File: src/rtl/tmr_pkg.sv
package tmr_pkg;

  typedef enum logic [1:0] {
    MD_PRE13   = 2'd0,
    MD_FULL16  = 2'd1,
    MD_RELOAD8 = 2'd2,
    MD_SPLIT   = 2'd3
  } tmr_mode_e;

  typedef struct packed {
    logic      gate;
    logic      ext;
    tmr_mode_e mode;
  } tmr_cfg_t;

  localparam int unsigned CFG_W  = 4;
  localparam int unsigned RA_MODE = 0;
  localparam int unsigned RA_CTRL = 1;
  localparam int unsigned RA_C0L  = 2;
  localparam int unsigned RA_C0H  = 3;
  localparam int unsigned RA_C1L  = 4;
  localparam int unsigned RA_C1H  = 5;

  // control register bit positions
  localparam int unsigned CB_RUN0  = 4;
  localparam int unsigned CB_FLAG0 = 5;
  localparam int unsigned CB_RUN1  = 6;
  localparam int unsigned CB_FLAG1 = 7;

endpackage

File: src/rtl/tmr_trig.sv
module tmr_trig (
  input  logic clk,
  input  logic rst_n,
  input  logic tick,
  input  logic cnt_pin,
  input  logic gate_pin,
  input  logic run,
  input  logic gate_sel,
  input  logic ext_sel,
  output logic step
);

  logic smp_q;
  logic smp_d;
  logic fall;

  always_comb begin
    smp_d = smp_q;
    if (tick) smp_d = cnt_pin;
  end

  always_ff @(posedge clk or negedge rst_n) begin
    if (!rst_n) smp_q <= 1'b0;
    else        smp_q <= smp_d;
  end

  assign fall = smp_q & ~cnt_pin;

  always_comb begin
    step = tick & run & (~gate_sel | gate_pin) & (~ext_sel | fall);
  end

endmodule

File: src/rtl/tmr_unit.sv
module tmr_unit
  import tmr_pkg::*;
#(
  parameter int unsigned BYTE_W   = 8,
  parameter int unsigned PRE_W    = 5,
  parameter bit          SPLIT_OK = 1'b0
) (
  input  logic              clk,
  input  logic              rst_n,
  input  tmr_mode_e         mode,
  input  logic              step,
  input  logic              hi_step,
  input  logic              wr_lo,
  input  logic              wr_hi,
  input  logic [BYTE_W-1:0] wdata,
  output logic [BYTE_W-1:0] lo_q,
  output logic [BYTE_W-1:0] hi_q,
  output logic              ovf,
  output logic              hi_ovf
);

  localparam int unsigned FULL_W = 2 * BYTE_W;
  localparam int unsigned PRE_CW = BYTE_W + PRE_W;

  logic [BYTE_W-1:0] lo_d, hi_d, lo_inc, hi_inc;
  logic [FULL_W-1:0] full, full_inc;
  logic [PRE_CW-1:0] pre, pre_inc;
  logic              any_wr;

  assign full     = {hi_q, lo_q};
  assign full_inc = full + 1'b1;
  assign pre      = {hi_q, lo_q[PRE_W-1:0]};
  assign pre_inc  = pre + 1'b1;
  assign lo_inc   = lo_q + 1'b1;
  assign hi_inc   = hi_q + 1'b1;
  assign any_wr   = wr_lo | wr_hi;

  always_comb begin
    lo_d   = lo_q;
    hi_d   = hi_q;
    ovf    = 1'b0;
    hi_ovf = 1'b0;
    unique case (mode)
      MD_PRE13: begin
        if (step && !any_wr) begin
          hi_d = pre_inc[PRE_CW-1:PRE_W];
          lo_d = {lo_q[BYTE_W-1:PRE_W], pre_inc[PRE_W-1:0]};
          ovf  = &pre;
        end
      end
      MD_FULL16: begin
        if (step && !any_wr) begin
          {hi_d, lo_d} = full_inc;
          ovf          = &full;
        end
      end
      MD_RELOAD8: begin
        if (step && !any_wr) begin
          if (&lo_q) begin
            lo_d = hi_q;
            ovf  = 1'b1;
          end else begin
            lo_d = lo_inc;
          end
        end
      end
      MD_SPLIT: begin
        if (SPLIT_OK) begin
          if (step && !wr_lo) begin
            lo_d = lo_inc;
            ovf  = &lo_q;
          end
          if (hi_step && !wr_hi) begin
            hi_d   = hi_inc;
            hi_ovf = &hi_q;
          end
        end
      end
      default: ;
    endcase
    if (wr_lo) lo_d = wdata;
    if (wr_hi) hi_d = wdata;
  end

  always_ff @(posedge clk or negedge rst_n) begin
    if (!rst_n) begin
      lo_q <= '0;
      hi_q <= '0;
    end else begin
      lo_q <= lo_d;
      hi_q <= hi_d;
    end
  end

endmodule

File: src/rtl/tmr_pair_top.sv
module tmr_pair_top
  import tmr_pkg::*;
#(
  parameter int unsigned BYTE_W = 8,
  parameter int unsigned PRE_W  = 5,
  parameter int unsigned ADDR_W = 3
) (
  input  logic              clk,
  input  logic              rst_n,
  input  logic              mc_tick,
  input  logic [1:0]        ev_pin,
  input  logic [1:0]        gate_pin,
  input  logic              reg_we,
  input  logic [ADDR_W-1:0] reg_addr,
  input  logic [BYTE_W-1:0] reg_wdata,
  output logic [BYTE_W-1:0] reg_rdata,
  output logic [1:0]        ovf_flag
);

  localparam int unsigned N_UNIT = 2;
  localparam int unsigned MODE_W = N_UNIT * CFG_W;

  // reset: asynchronous assert, synchronous release
  logic [1:0] rs_q;
  logic       rst_s;

  always_ff @(posedge clk or negedge rst_n) begin
    if (!rst_n) rs_q <= 2'b00;
    else        rs_q <= {rs_q[0], 1'b1};
  end
  assign rst_s = rs_q[1];

  logic [MODE_W-1:0] mode_q, mode_d;
  logic [N_UNIT-1:0] run_q, run_d, flag_q, flag_d;
  logic              wr_mode, wr_ctrl;
  tmr_cfg_t          cfg [N_UNIT];
  logic              split0;
  logic [N_UNIT-1:0] run_eff, step, ovf, hi_ovf;
  logic [BYTE_W-1:0] lo_cnt [N_UNIT];
  logic [BYTE_W-1:0] hi_cnt [N_UNIT];

  assign wr_mode = reg_we && (reg_addr == ADDR_W'(RA_MODE));
  assign wr_ctrl = reg_we && (reg_addr == ADDR_W'(RA_CTRL));
  assign split0  = (cfg[0].mode == MD_SPLIT);

  generate
    for (genvar u = 0; u < N_UNIT; u++) begin : g_unit
      logic wr_lo_u, wr_hi_u, hi_step_u;

      assign cfg[u]     = tmr_cfg_t'(mode_q[u*CFG_W +: CFG_W]);
      assign wr_lo_u    = reg_we && (reg_addr == ADDR_W'(RA_C0L + 2*u));
      assign wr_hi_u    = reg_we && (reg_addr == ADDR_W'(RA_C0H + 2*u));
      assign run_eff[u] = (u == 1 && split0) ? 1'b1 : run_q[u];
      assign hi_step_u  = (u == 0) ? (mc_tick & run_q[1]) : 1'b0;

      tmr_trig u_trig (
        .clk      (clk),
        .rst_n    (rst_s),
        .tick     (mc_tick),
        .cnt_pin  (ev_pin[u]),
        .gate_pin (gate_pin[u]),
        .run      (run_eff[u]),
        .gate_sel (cfg[u].gate),
        .ext_sel  (cfg[u].ext),
        .step     (step[u])
      );

      tmr_unit #(
        .BYTE_W   (BYTE_W),
        .PRE_W    (PRE_W),
        .SPLIT_OK (u == 0)
      ) u_cnt (
        .clk     (clk),
        .rst_n   (rst_s),
        .mode    (cfg[u].mode),
        .step    (step[u]),
        .hi_step (hi_step_u),
        .wr_lo   (wr_lo_u),
        .wr_hi   (wr_hi_u),
        .wdata   (reg_wdata),
        .lo_q    (lo_cnt[u]),
        .hi_q    (hi_cnt[u]),
        .ovf     (ovf[u]),
        .hi_ovf  (hi_ovf[u])
      );
    end
  endgenerate

  // next state for mode, run and flag registers
  always_comb begin
    mode_d = mode_q;
    run_d  = run_q;
    flag_d = flag_q;
    if (wr_mode) mode_d = reg_wdata[MODE_W-1:0];
    if (wr_ctrl) begin
      run_d  = {reg_wdata[CB_RUN1],  reg_wdata[CB_RUN0]};
      flag_d = {reg_wdata[CB_FLAG1], reg_wdata[CB_FLAG0]};
    end
    if (ovf[0]) flag_d[0] = 1'b1;
    if (split0 ? hi_ovf[0] : (ovf[1] | hi_ovf[1])) flag_d[1] = 1'b1;
  end

  always_ff @(posedge clk or negedge rst_s) begin
    if (!rst_s) begin
      mode_q <= '0;
      run_q  <= '0;
      flag_q <= '0;
    end else begin
      mode_q <= mode_d;
      run_q  <= run_d;
      flag_q <= flag_d;
    end
  end

  always_comb begin
    reg_rdata = '0;
    unique case (int'(reg_addr))
      RA_MODE: reg_rdata = BYTE_W'(mode_q);
      RA_CTRL: begin
        reg_rdata[CB_RUN0]  = run_q[0];
        reg_rdata[CB_FLAG0] = flag_q[0];
        reg_rdata[CB_RUN1]  = run_q[1];
        reg_rdata[CB_FLAG1] = flag_q[1];
      end
      RA_C0L:  reg_rdata = lo_cnt[0];
      RA_C0H:  reg_rdata = hi_cnt[0];
      RA_C1L:  reg_rdata = lo_cnt[1];
      RA_C1H:  reg_rdata = hi_cnt[1];
      default: reg_rdata = '0;
    endcase
  end

  assign ovf_flag = flag_q;

endmodule

File: config.mk
export PLATFORM = sky130hd
export DESIGN_NAME = tmr_pair_top
export DESIGN_NICKNAME = d
export VERILOG_FILES = /design/src/rtl/tmr_pkg.sv /design/src/rtl/tmr_trig.sv /design/src/rtl/tmr_unit.sv /design/src/rtl/tmr_pair_top.sv
export SDC_FILE = /design/constraint.sdc
export NUM_CORES = 1
export LEC_CHECK = 0
export BUFFER_PORTS_ARGS = -buffer_cell sky130_fd_sc_hd__buf_4
export CELL_PAD_IN_SITES_DETAIL_PLACEMENT = 1
export CELL_PAD_IN_SITES_GLOBAL_PLACEMENT = 1
export CORE_MARGIN = 5
export CORE_UTILIZATION = 33
export CTS_CLUSTER_DIAMETER = 40
export DETAILED_ROUTE_END_ITERATION = 8
export PLACE_DENSITY = 0.7
export SLEW_MARGIN = 20
export SYNTH_ARGS = -nofsm -noshare
export SYNTH_HDL_FRONTEND = slang
export SYNTH_SLANG_ARGS = --single-unit
File: constraint.sdc
create_clock -name clk -period 3.3 [get_ports clk]
set_clock_uncertainty 0.15 [all_clocks]
set_input_delay 0.165 -clock clk [delete_from_list [all_inputs] [get_ports clk]]
set_output_delay 0.165 -clock clk [all_outputs]
set_load 0.005 [all_outputs]
### Word-level counts from Yosys, hierarchy flattened

Index checks and enable logic that the tools add are counted.

| storage, ports and cells | value |
|---|---|
| input port bits | 19 |
| bits in registers | 48 |
| logic and storage cells | 142 |
| output and inout bits | 10 |

| operators by class | value |
|---|---|
| add/sub/neg operators | 7 |
| bitwise operators | 21 |
| reductions and logical operators | 36 |
| muxes and demuxes | 41 |
| equal/unequal tests | 24 |

Operators with widths:

| operator | count |
|---|---|
| two-way mux 8 bit | 16 |
| one-hot mux 8 bit (3 select lines) | 2 |
| inequality test 3 x 1 -> 1 bit, second input constant | 12 |
| adder 16 x 1 -> 16 bit, second input constant | 2 |
| one-hot mux 8 bit (4 select lines) | 1 |
| AND reduction 16 bit | 2 |
| adder 13 x 1 -> 13 bit, second input constant | 2 |
| AND reduction 13 bit | 2 |
| adder 8 x 1 -> 8 bit, second input constant | 3 |
| one-hot mux 4 bit (6 select lines) | 1 |
| AND reduction 8 bit | 3 |
| one-hot mux 4 bit (5 select lines) | 1 |
| AND reduction 4 bit | 5 |
| one-hot mux 8 bit (2 select lines) | 1 |
| two-way mux 1 bit | 14 |
| logical AND 1 bit | 10 |
| two-way mux 5 bit | 2 |
| AND 1 bit | 9 |
| nonzero test 4 bit | 2 |
| == test 2 bit, second input constant | 3 |
| == test 3 x 2 -> 1 bit, second input constant | 2 |
| == test 3 bit, second input constant | 2 |
| inverter 1 bit | 6 |
| OR 1 bit | 6 |
| other kinds (12) | 20 |

### Longest topological paths before layout

Gate-level depths: netlist of the first run.

| depth | value |
|---|---|
| depth after elaboration | 10 |
| depth in mapped cells | 9 |
| mapped depth without buffers | 8 |

### Hierarchy

Synthesis of the first run repeated with hierarchy kept, for this count alone.

| second synthesis, totals | value |
|---|---|
| cell total of the unflattened synthesis | 472 |
| area total of the unflattened synthesis | 4088.9 um^2 |

By module, submodules not included:

| module | times used | cells each | seq. area each (um^2) | area an instance (um^2) |
|---|---|---|---|---|
| tmr_unit at g_unit[0].u_cnt | 1 | 204 | 400.4 | 1585.3 |
| tmr_unit at g_unit[1].u_cnt | 1 | 157 | 400.4 | 1301.2 |
| tmr_pair_top | 1 | 99 | 350.3 | 1072.3 |
| tmr_trig | 2 | 6 | 25.0 | 65.1 |

### Worst setup path before layout of the first run

Ideal clock, no wire load.

| path | value |
|---|---|
| kind | reg2reg |
| from | reg g_unit[0].u_cnt.lo_q[0] |
| to | reg g_unit[0].u_cnt.lo_q[4] |
| setup slack | 1090 ps |
| library setup time | 125 ps |
| clock period less this slack | 2210 ps |
| buffers on the path | 1 |
| stages on the path, launching flop included | 9 |
| arrival | 1935 ps |
| data required time | 3025 ps |
| path through | dfrtp_1 > ha_1 > nand4_2 > or2_1 > buf_6 > a22o_1 > a221oi_2 > nor2_1 > mux2_2 |

| on the way | value |
|---|---|
| cells in the longest elaborated chain, start to end | 5 |
| elaborated cells between the ends (all ways) | 11 |
| classes of those cells | 3 x add/sub; 7 x mux; 1 x reduce/logical |

RTL lines:

| what | RTL line | RTL |
|---|---|---|
| start: declaration | tmr_unit.sv:16 | `output logic [BYTE_W-1:0] lo_q,` |
| start signal: assignment | tmr_unit.sv:90 | `lo_q <= lo_d;` |
| adder 8 x 1 -> 8 bit / AND reduction 8 bit (equally long branches) | tmr_unit.sv:34, tmr_unit.sv:59 |  |
| two-way mux 8 bit | tmr_unit.sv:59 | `if (&lo_q) begin` |
| two-way mux 8 bit | tmr_unit.sv:58 | `if (step && !any_wr) begin` |
| one-hot mux 8 bit (4 select lines) * | tmr_unit.sv:43 | `unique case (mode)` |
| two-way mux 8 bit * | tmr_unit.sv:81 | `if (wr_lo) lo_d = wdata;` |

Mark *: on every way between the ends. The rest lies on a longest branch, timed or not. The select of a mux whose other input is x is not followed.
A chain may end at the register's enable or synchronous reset.

### Worst setup path in the final report of the first run

| path | value |
|---|---|
| from | in ev_pin[0] |
| to | reg g_unit[0].u_cnt.hi_q[1] |

| on the way | value |
|---|---|
| cells in the longest elaborated chain, start to end | 7 |
| elaborated cells between the ends (all ways) | 8 |
| classes of those cells | 2 x eq/ne; 4 x bitwise; 2 x reduce/logical |

RTL lines:

| what | RTL line | RTL |
|---|---|---|
| start: declaration | tmr_pair_top.sv:11 | `input logic [1:0] ev_pin,` |
| inverter 1 bit * | tmr_trig.sv:27 | `assign fall = smp_q & ~cnt_pin;` |
| AND 1 bit * | tmr_trig.sv:27 |  |
| OR 1 bit * | tmr_trig.sv:30 | `step = tick & run & (~gate_sel \| gate_pin) & (~ext_sel \| fall);` |
| AND 1 bit * | tmr_trig.sv:30 |  |
| logical AND 1 bit * | tmr_unit.sv:45, tmr_unit.sv:52 |  |
| inequality test 3 x 1 -> 1 bit (no line) | n/a |  |
| AND reduction 4 bit (no line) * | n/a |  |
| end signal: assignment | tmr_unit.sv:91 | `hi_q <= hi_d;` |
| end: declaration | tmr_unit.sv:17 | `output logic [BYTE_W-1:0] hi_q,` |

Mark *: on every way between the ends. The rest lies on a longest branch, timed or not.

==> results of run 1 <==
power by group through the flow:
stage	clock network [µW]	registers, µW	logic (µW)
3_3_place_gp	0	1190	1150
3_5_place_dp	0	1200	1190
5_1_grt	649	1230	1360
4_1_cts	628	1190	1210
2_1_floorplan	0	975	984
6_report	618	1200	1210
worst reg2reg max path, stage by stage (launching register included):
cell and delay, ns:
dfrtp_1 0.39, ha_1 0.49, o21ai_0 0.18, a21oi_1 0.36
o311ai_1 0.35, and2_1 0.30, a221o_1 0.30
area by class of cell:
type / count / area [µm²]
Fill cell: 1383 / 7128
Multi-Input combinational cell: 390 / 2504
Sequential cell: 48 / 1205
Timing Repair Buffer: 35 / 272.8
Tap cell: 143 / 178.9
Clock buffer: 5 / 125.1
Inverter: 15 / 56.30
Clock inverter: 3 / 46.29
cell usage in the layout (no fill, tap or decap), drive strengths merged, types with 7 or more instances in the layout:
cell type	instances
dfrtp	48
a22oi	16
nor2b	8
and3	7
nand3	19
buf	31
a31oi	8
inv	16
a21oi	34
mux2i	12
a221oi	9
a211oi	7
nand2b	9
o21ai	48
nand2	53
ha	14
nor2	45
mux2	13
worst max-delay path by stage:
stage          cells after the start  slack, ns                     from                      end
2_1_floorplan                      8       1.09  g_unit[0].u_cnt.lo_q[0]  g_unit[0].u_cnt.lo_q[4]
6_report                           8       0.58                ev_pin[0]  g_unit[0].u_cnt.hi_q[1]
3_3_place_gp                       7       0.82              reg_addr[2]  g_unit[1].u_cnt.hi_q[3]
4_1_cts                            8       0.62                ev_pin[0]  g_unit[0].u_cnt.hi_q[1]
5_1_grt                            7       0.38                mode_q[0]  g_unit[1].u_cnt.lo_q[7]
3_5_place_dp                       7       0.65              reg_addr[2]  g_unit[1].u_cnt.hi_q[3]
per-layer routing:
| layer | track usage (%) | vias to the layer above | wire length (µm) |
|---|---|---|---|
| li1 | - | 1816 | - |
| met1 | 27.67 | 1953 | 6532 |
| met2 | 30.87 | 91 | 6362 |
| met3 | 2.818 | 14 | 577 |
| met4 | 5.503 | 0 | 218 |
| met5 | 0 | - | 0 |
synth_stat cells, drive strengths merged (4+ instances only):
| cell | number |
|---|---|
| a21oi | 34 |
| dfrtp | 48 |
| and3 | 7 |
| xor2 | 5 |
| mux2 | 13 |
| nand2b | 9 |
| mux2i | 12 |
| and4 | 4 |
| clkbuf | 26 |
| o211ai | 5 |
| nor2b | 8 |
| ha | 14 |
| a22oi | 16 |
| nand4 | 4 |
| nor2 | 45 |
| nand3 | 19 |
| a211oi | 7 |
| o21ai | 48 |
| o311ai | 4 |
| a22o | 4 |
| inv | 15 |
| a221o | 4 |
| o22ai | 4 |
| a221oi | 9 |
| nand2 | 53 |
| a31oi | 8 |
| buf | 7 |
cell families after synthesis:
| family | count (synthesis) | share of synthesized area, % |
|---|---|---|
| and+or+nand+nor | 174 | 22.17 |
| DFF | 48 | 30.85 |
| AOI/OAI and AO/OA | 168 | 28.73 |
| muxes | 25 | 6.845 |
| xor gates and xnor gates | 8 | 1.800 |
| buffers and inverters | 48 | 5.012 |
| adders and majority gates | 14 | 4.499 |
| other | 1 | 0.09631 |
registers in the layout, summed over array words and instances, names as in the netlist:
signal               flops
g_unit.u_cnt.hi_q       16
g_unit.u_cnt.lo_q       16
mode_q                   8
g_unit.u_trig.smp_q      2
ovf_flag                 2
rs_q                     2
run_q                    2
through the flow:
| step | utilization, % | instance area [µm²] | hold slack [ns] | setup slack (ns) | total power, µW |
|---|---|---|---|---|---|
| 3_3_place_gp | 36.25 | 4174 | -0.2028 | 0.8248 | 2334 |
| 6_report | 38.10 | 4388 | 0.0007239 | 0.5784 | 3024 |
| 4_1_cts | 38.08 | 4385 | 0.0009605 | 0.6228 | 3026 |
| 2_1_floorplan | - | 3894 | -0.2806 | 1.090 | 1959 |
| 5_1_grt | 38.10 | 4388 | 0.004513 | 0.3842 | 3236 |
| 3_5_place_dp | 36.25 | 4174 | -0.2017 | 0.6541 | 2393 |
repair_timing:
action	CTS	global route
endpoints found under the setup margin	0	0
hold buffers	4	0
setup buffers	0	0
endpoints found under the hold margin	5	0
==> metrics.md, run 1 <==
| Metric | Value |
|---|---|
| Outcome | `complete, no violations` |
| Worst slew margin | `42.85%` |
| # IOs | `29` |
| Port buffer count | `28` |
| Later-pin clock latency in the skew report | `0.30 ns` |
| Diode count | `0` |
| # clock sinks | `48` |
| Min Tclk post-route | `2.722 ns` |
| Largest stage delay, worst path | `0.66 ns` |
| Vias in the first global route | `3974` |
| Critical path launch point type | `input port` |
| Global route overflow | `0` |
| Inst Count DP | `627` |
| Sequential Power Share | `39.6%` |
| MaxCap Viol Count | `0` |
| Register bit total from synthesis | `48` |
| First-pass GRT wire length | `22190 µm` |
| CTS tree | `built` |
| Worst slew pin tran | `0.8438 ns` |
| Remaining antenna violation count | `0` |
| Final wirelength | `13690 µm` |
| Reg2reg end | `g_unit[1].u_cnt.lo_q[0]` |
| Die height | `118.6 µm` |
| Largest cells by area after synthesis | `dfrtp_1 (31%), o21ai_0 (5.9%), nand2_1 (5.1%)` |
| Buf+Inv Stages, Crit Path | `2` |
| Cells on worst reg2reg path | `6` |
| Post-Syn Instances | `486` |
| Cell internal pwr | `1702 µW` |
| Htree depth | `2` |
| Final hold viol count | `0` |
| WL/cell | `21.43 µm` |
| Mapped Nets | `519` |
| Number of flops mapped to enable cells by yosys | `0` |
| Lkg Pwr | `0.001781 µW` |
| Critical path capture point type | `flip-flop` |
| Clock power share | `20.4%` |
| WP data required | `3.33 ns` |
| # DRC | `0` |
| Pin count of the biggest net entering global routing | `47` |
| Worst-path fanout max | `8` |
| Die X | `118.6 µm` |
| First drt pass iteration count | `4` |
| Vias/cell | `6.063` |
| Nets | `528` |
| R2r setup slk | `0.66 ns` |
| CP Data Arrival Time | `2.75 ns` |
| Clock transition at path regs | `0.07 ns` |
| Sink of the worst hold path | `g_unit[0].u_cnt.hi_q[3]` |
| Routability cong. | `0.8595` |
| Most used DFF post-synth | `dfrtp_1` |
| Period utilization | `82.47%` |
| Critical path cell sequence | `dlygate4sd3_1, buf_4, nand2b_1, a221oi_2, nand3_1, a221oi_2, o21ai_0, o21bai_1` |
| Total CTS buffers | `5` |
| Hold Path Stages | `3` |
| Final Max Slew Viols | `0` |
| Critical path class | `in2reg` |
| Clock root buffer | `clkbuf_16` |
| Synth area leader | `dfrtp_1` |
| Final Non-Filler Cells | `639` |
| Combinational share of power | `40.0%` |
| Full die area | `14070 µm²` |
| Dpl hpwl | `10310 µm` |
| Net Sw Frac | `43.73%` |
| Peak supply drop | `0.2037 mV` |
| Synthesis Warnings | `0` |
| Synth Area per Inst | `8.012 µm²` |
| Initial antenna violation count | `0` |
| Net load switching power | `1322 µW` |
| CTS-repair resized insts | `0` |
| Worst r2r src | `mode_q[0]` |
| Power per cell area | `689.2 nW/µm²` |
| Initial Util | `33.81%` |
| HP Start | `reg_wdata[3]` |
| Total GRT Usage | `19.48%` |
| Async SR Flop Fraction | `100.0%` |
| Rows | `39` |
| Mapped cell area | `3894 µm²` |
| Area delta synth->final | `12.69%` |
| Most frequent CP cell | `a221oi_2` |
| RSZ-0062 raised after global routing | `no` |
| Hold crit path type | `in2reg` |
| Detailed Route Iter0 Violations | `313` |
| Top-area cell type share of the netlist area | `30.85%` |
| Clock Path Buffers | `2` |
| Synth cell types | `70` |
| Layout cell share with drive strength beyond 1 | `13.31%` |
| Crit-path leading delay family | `compound AO/OA/AOI/OAI gates` |
| Vias | `3874` |
| Setup violations, final | `0` |
| CP max-delay cell | `a221oi_2` |
| Total core area | `11520 µm²` |
| Final TNS setup | `0 ns` |
| Fmax | `367.4 MHz` |
| Sequential element share of the synthesized area | `30.85%` |
(Power assumes the default switching activity.)
==> run 2, diff against run 1 <==
- clock period: 3.3 -> 2.7 ns (I/O delays scaled with it)
==> metrics.md, run 2 (synthesis gave the netlist of run 1 again) <==
| Metric | Value |
|---|---|
| Outcome | `complete, no violations` |
| Clock root buffer | `clkbuf_16` |
| Final hold viol count | `0 (unchanged)` |
| Critical path cell sequence | `ha_1, nand4_2, or2_1, a22o_1, a221oi_1, nor2_1, mux2_2` |
| Remaining antenna violation count | `0 (unchanged)` |
| Critical path capture point type | `flip-flop` |
| Final wirelength | `13860 µm (+1.2%)` |
| Diode count | `0 (unchanged)` |
| Full die area | `14070 µm² (unchanged)` |
| Period utilization | `93.25%` |
| Fin area | `4536 µm² (+3.4%)` |
| Most common cell after layout, fill and taps aside | `nand2_1` |
| # DRC | `0 (unchanged)` |
| Clock transition at path regs | `0.07 ns (about the same)` |
| R2r setup slk | `0.18 ns (-0.48 ns)` |
| Biggest regs | `g_unit.u_cnt.hi_q (16), g_unit.u_cnt.lo_q (16), mode_q (8)` |
| Htree depth | `2 (unchanged)` |
| Clock power share | `18.3% (-2.1 points)` |
| Area delta synth->final | `16.48%` |
| Vias/cell | `6.058 (about the same)` |
| Final TNS setup | `0 ns (unchanged)` |
| Largest stage delay, worst path | `0.44 ns (-0.22 ns)` |
| Cell internal pwr | `2057 µW (+21%)` |
| Worst slew pin tran | `0.7600 ns (-0.08387 ns)` |
| Fmax | `397.2 MHz` |
| Die height | `118.6 µm (unchanged)` |
| Crit-path leading delay family | `simple AND/OR/NAND/NOR gates` |
| Port buffer count | `28 (unchanged)` |
| Critical path launch point type | `flip-flop` |
| Dpl cell area | `4249 µm² (+1.8%)` |
| Hold crit path type | `in2reg` |
| Rows | `39 (unchanged)` |
| Pin count of the biggest net entering global routing | `30 (-36%)` |
| First drt pass iteration count | `4 (unchanged)` |
| Die X | `118.6 µm (unchanged)` |
| Total CTS buffers | `5 (unchanged)` |
| Buf+Inv Stages, Crit Path | `0 (-2)` |
| # Post-CTS Setup Buffers | `0 (unchanged)` |
| Cell count along the critical path | `7 (-1)` |
| Initial antenna violation count | `0 (unchanged)` |
| MaxCap Viol Count | `0 (unchanged)` |
| Layout cell share with drive strength beyond 1 | `14.95% (+1.6 points)` |
| CTS tree | `built` |
| # IOs | `29 (unchanged)` |
| Total core area | `11520 µm² (unchanged)` |
| First-pass GRT wire length | `22860 µm (+3.0%)` |
| Cells on worst reg2reg path | `7 (+1)` |
| Nets | `547 (+3.6%)` |
| Total GRT Usage | `20.05% (+0.58 points)` |
| Most frequent cells in the layout | `nand2_1 (53), dfrtp_1 (47), o21ai_0 (46)` |
| Clock Path Buffers | `2 (unchanged)` |
| # clock sinks | `48 (unchanged)` |
| Lkg Pwr | `0.001854 µW (+4.1%)` |
| Peak supply drop | `0.2690 mV (+32%)` |
| Vias | `3986 (+2.9%)` |
| Inst Count DP | `637 (+1.6%)` |
| WL/cell | `21.07 µm (-1.7%)` |
| Final Non-Filler Cells | `658 (+3.0%)` |
| Final Max Slew Viols | `0 (unchanged)` |
| CP Data Arrival Time | `2.55 ns (-0.20 ns)` |
| Hold Path Stages | `2 (-1)` |
| Combinational share of power | `43.0% (+3.0 points)` |
| Net Sw Frac | `44.00% (+0.27 points)` |
| Power per cell area | `809.7 nW/µm² (+17%)` |
| Global route overflow | `0 (unchanged)` |
| Setup violations, final | `0 (unchanged)` |
| Vias in the first global route | `4145 (+4.3%)` |
| Worst-path fanout max | `10 (+2)` |
| Tot Pwr | `3672 µW (+21%)` |
| Detailed Route Iter0 Violations | `249 (-20%)` |
| CP max-delay cell | `dfrtp_1` |
| Critical path class | `reg2reg` |
| RSZ-0062 raised after global routing | `no` |
| Later-pin clock latency in the skew report | `0.30 ns (about the same)` |
| Net load switching power | `1616 µW (+22%)` |
| Min Tclk post-route | `2.518 ns` |
| Routability cong. | `0.8881 (+3.3%)` |
| Filler instances | `1372 (-0.80%)` |
| Dpl hpwl | `10570 µm (+2.5%)` |
| Initial Util | `33.81% (unchanged)` |
| WP data required | `2.73 ns (-0.60 ns)` |
| Sequential Power Share | `38.8% (-0.8 points)` |
| Worst slew margin | `49.11% (+6.3 points)` |
-- run 2: per-layer routing --
metal | vias up | global-route usage, % | wire length [µm]
met5 | - | 0 | 0
met4 | 0 | 6.589 | 353
met3 | 23 | 2.865 | 661
met2 | 110 | 31.12 | 6184
met1 | 1991 | 28.66 | 6664
li1 | 1862 | - | -
-- run 2: timing repair --
item,in CTS,in global routing
resized for setup,0,1
hold buffers,13,0
endpoints found under the setup margin,0,1
endpoints found under the hold margin,17,0
-- run 2: final cells by class --
cell class	instances	area (µm²)	share of cell area, %
sequential	48	1202	26.51
multi-input combinational	390	2506	55.26
clock inverter	2	15.01	0.3310
clock buffer	6	138.9	3.062
inverter	15	56.30	1.241
tap	143	178.9	3.945
timing repair buffer	54	437.9	9.655
-- run 2: metrics by stage --
| step | hold slack [ns] | util (%) | setup WS, ns |
|---|---|---|---|
| 2_1_floorplan | -0.3106 | - | 0.4898 |
| 6_report | 0.01276 | 39.39 | 0.1824 |
| 5_1_grt | 0.003408 | 39.39 | 0.05671 |
| 3_3_place_gp | -0.2325 | 36.90 | 0.3137 |
| 4_1_cts | 0.002964 | 39.36 | 0.1653 |
| 3_5_place_dp | -0.2315 | 36.90 | 0.1960 |
-- run 2: final timing paths --
check                                   startpoint                 endpoint
max in group asynchronous                  rs_q[1]  g_unit[0].u_cnt.hi_q[5]
min in group asynchronous                  rs_q[1]  g_unit[1].u_cnt.hi_q[1]
max                        g_unit[0].u_cnt.lo_q[0]  g_unit[0].u_cnt.lo_q[1]
max reg2reg                g_unit[0].u_cnt.lo_q[0]  g_unit[0].u_cnt.lo_q[1]
min                                        mc_tick   g_unit[0].u_trig.smp_q
min reg2reg                                rs_q[1]  g_unit[1].u_cnt.hi_q[1]
-- run 2: power by group through the flow --
stage	clock (µW)	sequential (µW)	combinational (µW)
finish	671	1420	1580
global route	723	1470	1760
CTS	687	1420	1570
detailed placement	0	1430	1540
global placement	0	1420	1490
floorplan	0	1190	1200
==> run 3, diff against run 2 <==
- clock period: 2.7 -> 3.2 ns (I/O delays scaled with it)
==> metrics.md, run 3 (synthesis gave the netlist of run 1 again) <==
| Metric | Value |
|---|---|
| Lkg Pwr | `0.001800 µW (-2.9%)` |
| CTS tree | `built` |
| Hold Slack | `0.007916 ns (-0.004843 ns)` |
| Critical path capture point type | `flip-flop` |
| Port buffer count | `28 (unchanged)` |
| Remaining antenna violation count | `0 (unchanged)` |
| Worst slew margin | `42.97% (-6.1 points)` |
| Later-pin clock latency in the skew report | `0.30 ns (about the same)` |
| Peak supply drop | `0.2443 mV (-9.2%)` |
| Nets | `531 (-2.9%)` |
| Final TNS setup | `0 ns (unchanged)` |
| Total CTS buffers | `5 (unchanged)` |
| Layout cell share with drive strength beyond 1 | `13.23% (-1.7 points)` |
| RSZ-0062 raised after global routing | `no` |
| Clock transition at path regs | `0.07 ns (about the same)` |
| Global route overflow | `0 (unchanged)` |
| Routability cong. | `0.8626 (-2.9%)` |
| # Post-CTS Setup Buffers | `0 (unchanged)` |
| Pin count of the biggest net entering global routing | `47 (+57%)` |
| # DRC | `0 (unchanged)` |
| # IOs | `29 (unchanged)` |
| Most frequent cells in the layout | `nand2_1 (53), dfrtp_1 (47), o21ai_0 (46)` |
| Initial antenna violation count | `0 (unchanged)` |
| Total GRT Usage | `19.55% (-0.50 points)` |
| Biggest regs | `g_unit.u_cnt.hi_q (16), g_unit.u_cnt.lo_q (16), mode_q (8)` |
| HP Start | `reg_wdata[5]` |
| Initial Util | `33.81% (unchanged)` |
| Outcome | `complete, no violations` |
| Power per cell area | `710.7 nW/µm² (-12%)` |
| Critical path launch point | `ev_pin[0]` |
| Critical path launch point type | `input port` |
| Full die area | `14070 µm² (unchanged)` |
| Worst slew pin tran | `0.8421 ns (+0.08213 ns)` |
| WL/cell | `21.46 µm (+1.9%)` |
| Final wirelength | `13780 µm (-0.60%)` |
| Diode count | `0 (unchanged)` |
| Hold-fix buffers at CTS | `6 (-7)` |
| Min Tclk post-route | `2.684 ns` |
| Die X | `118.6 µm (unchanged)` |
| Fmax | `372.5 MHz` |
| Worst r2r src | `mode_q[1]` |
| Vias/cell | `6.115 (+0.95%)` |
| Final Max Slew Viols | `0 (unchanged)` |
| Dpl hpwl | `10270 µm (-2.8%)` |
| Area delta synth->final | `13.62%` |
| Most common cell after layout, fill and taps aside | `nand2_1` |
| Detailed Route Iter0 Violations | `368 (+48%)` |
| Htree depth | `2 (unchanged)` |
| WP data required | `3.23 ns (+0.50 ns)` |
| MaxCap Viol Count | `0 (unchanged)` |
| Setup violations, final | `0 (unchanged)` |
| Clock Path Buffers | `2 (unchanged)` |
| Rows | `39 (unchanged)` |
| Vias | `3926 (-1.5%)` |
| Critical path class | `in2reg` |
| # clock sinks | `48 (unchanged)` |
| CTS-repair resized insts | `0 (unchanged)` |
| Final hold viol count | `0 (unchanged)` |
| Period utilization | `83.89%` |
| First drt pass iteration count | `4 (unchanged)` |
| First-pass GRT wire length | `22240 µm (-2.7%)` |
| CP Data Arrival Time | `2.72 ns (+0.17 ns)` |
| Hold crit path type | `in2reg` |
| Die height | `118.6 µm (unchanged)` |
| Total core area | `11520 µm² (unchanged)` |
| Vias in the first global route | `4008 (-3.3%)` |
| Worst-path fanout max | `8 (-2)` |
| Clock root buffer | `clkbuf_16` |
[run 3: changes by cell type in the layout (fill, tap and decap cells not counted)]
cell,previous run,this run
ha_2,1,0
clkinv_4,0,1
dlygate4sd3_1,13,7
buf_4,41,31
clkinvlp_4,2,0
dfrtp_4,0,1
bufinv_16,0,1
dfrtp_2,1,0
ha_1,13,14
[run 3: where the power goes]
| group | switching, µW | total, µW | leakage, µW | internal [µW] |
|---|---|---|---|---|
| Sequential | 418 | 1230 | 0.000585 | 813 |
| Clock | 260 | 652 | 0.0000871 | 393 |
| Combinational | 689 | 1260 | 0.00113 | 572 |
[run 3: final timing paths]
check                                          end  slack, ns  depth (start not counted)
max                        g_unit[0].u_cnt.hi_q[1]       0.52                          8
min reg2reg                g_unit[1].u_cnt.lo_q[1]       0.21                          0
max in group asynchronous  g_unit[0].u_cnt.hi_q[1]       2.25                          0
min in group asynchronous                  rs_q[1]       0.02                          2
max reg2reg                g_unit[1].u_cnt.lo_q[2]       0.58                          6
min                                      mode_q[5]      0.008                          3
[run 3: layout make-up]
class / count / area, µm²
timing repair buffer: 38 / 302.8
clock inverter: 2 / 38.79
tap: 143 / 178.9
clock buffer: 6 / 138.9
sequential: 48 / 1205
multi-input combinational: 390 / 2504
inverter: 15 / 56.30
fill: 1380 / 7092
[run 3: stage by stage]
step                      setup slack (ns)  instance area (µm²)  utilization, %  instances  total power, µW
after floorplan                     0.9898                 3894               -        486             2021
after global placement              0.7195                 4174           36.25        627             2409
after detailed placement            0.6260                 4174           36.25        627             2471
after CTS                           0.5727                 4412           38.31        641             3140
after global routing                0.3336                 4424           38.42        642             3354
final                               0.5156                 4424           38.42        642             3144
[run 3: metal layers]
layer	share of wire, %	up-vias	wire, µm	global-route usage, %
met4	1.9	0	260	5.793
met2	46	96	6326	30.87
met5	0	-	0	0
met3	4.4	20	603	3.056
li1	-	1830	-	-
met1	48	1980	6589	27.61
[run 3: worst max-delay path, cell delays in order]
cell and delay, ns:
dlygate4sd3_1 0.55, buf_4 0.15, nand2b_1 0.16, a221oi_2 0.41
nand3_1 0.23, a221oi_2 0.69, o21ai_0 0.19, o21bai_1 0.18
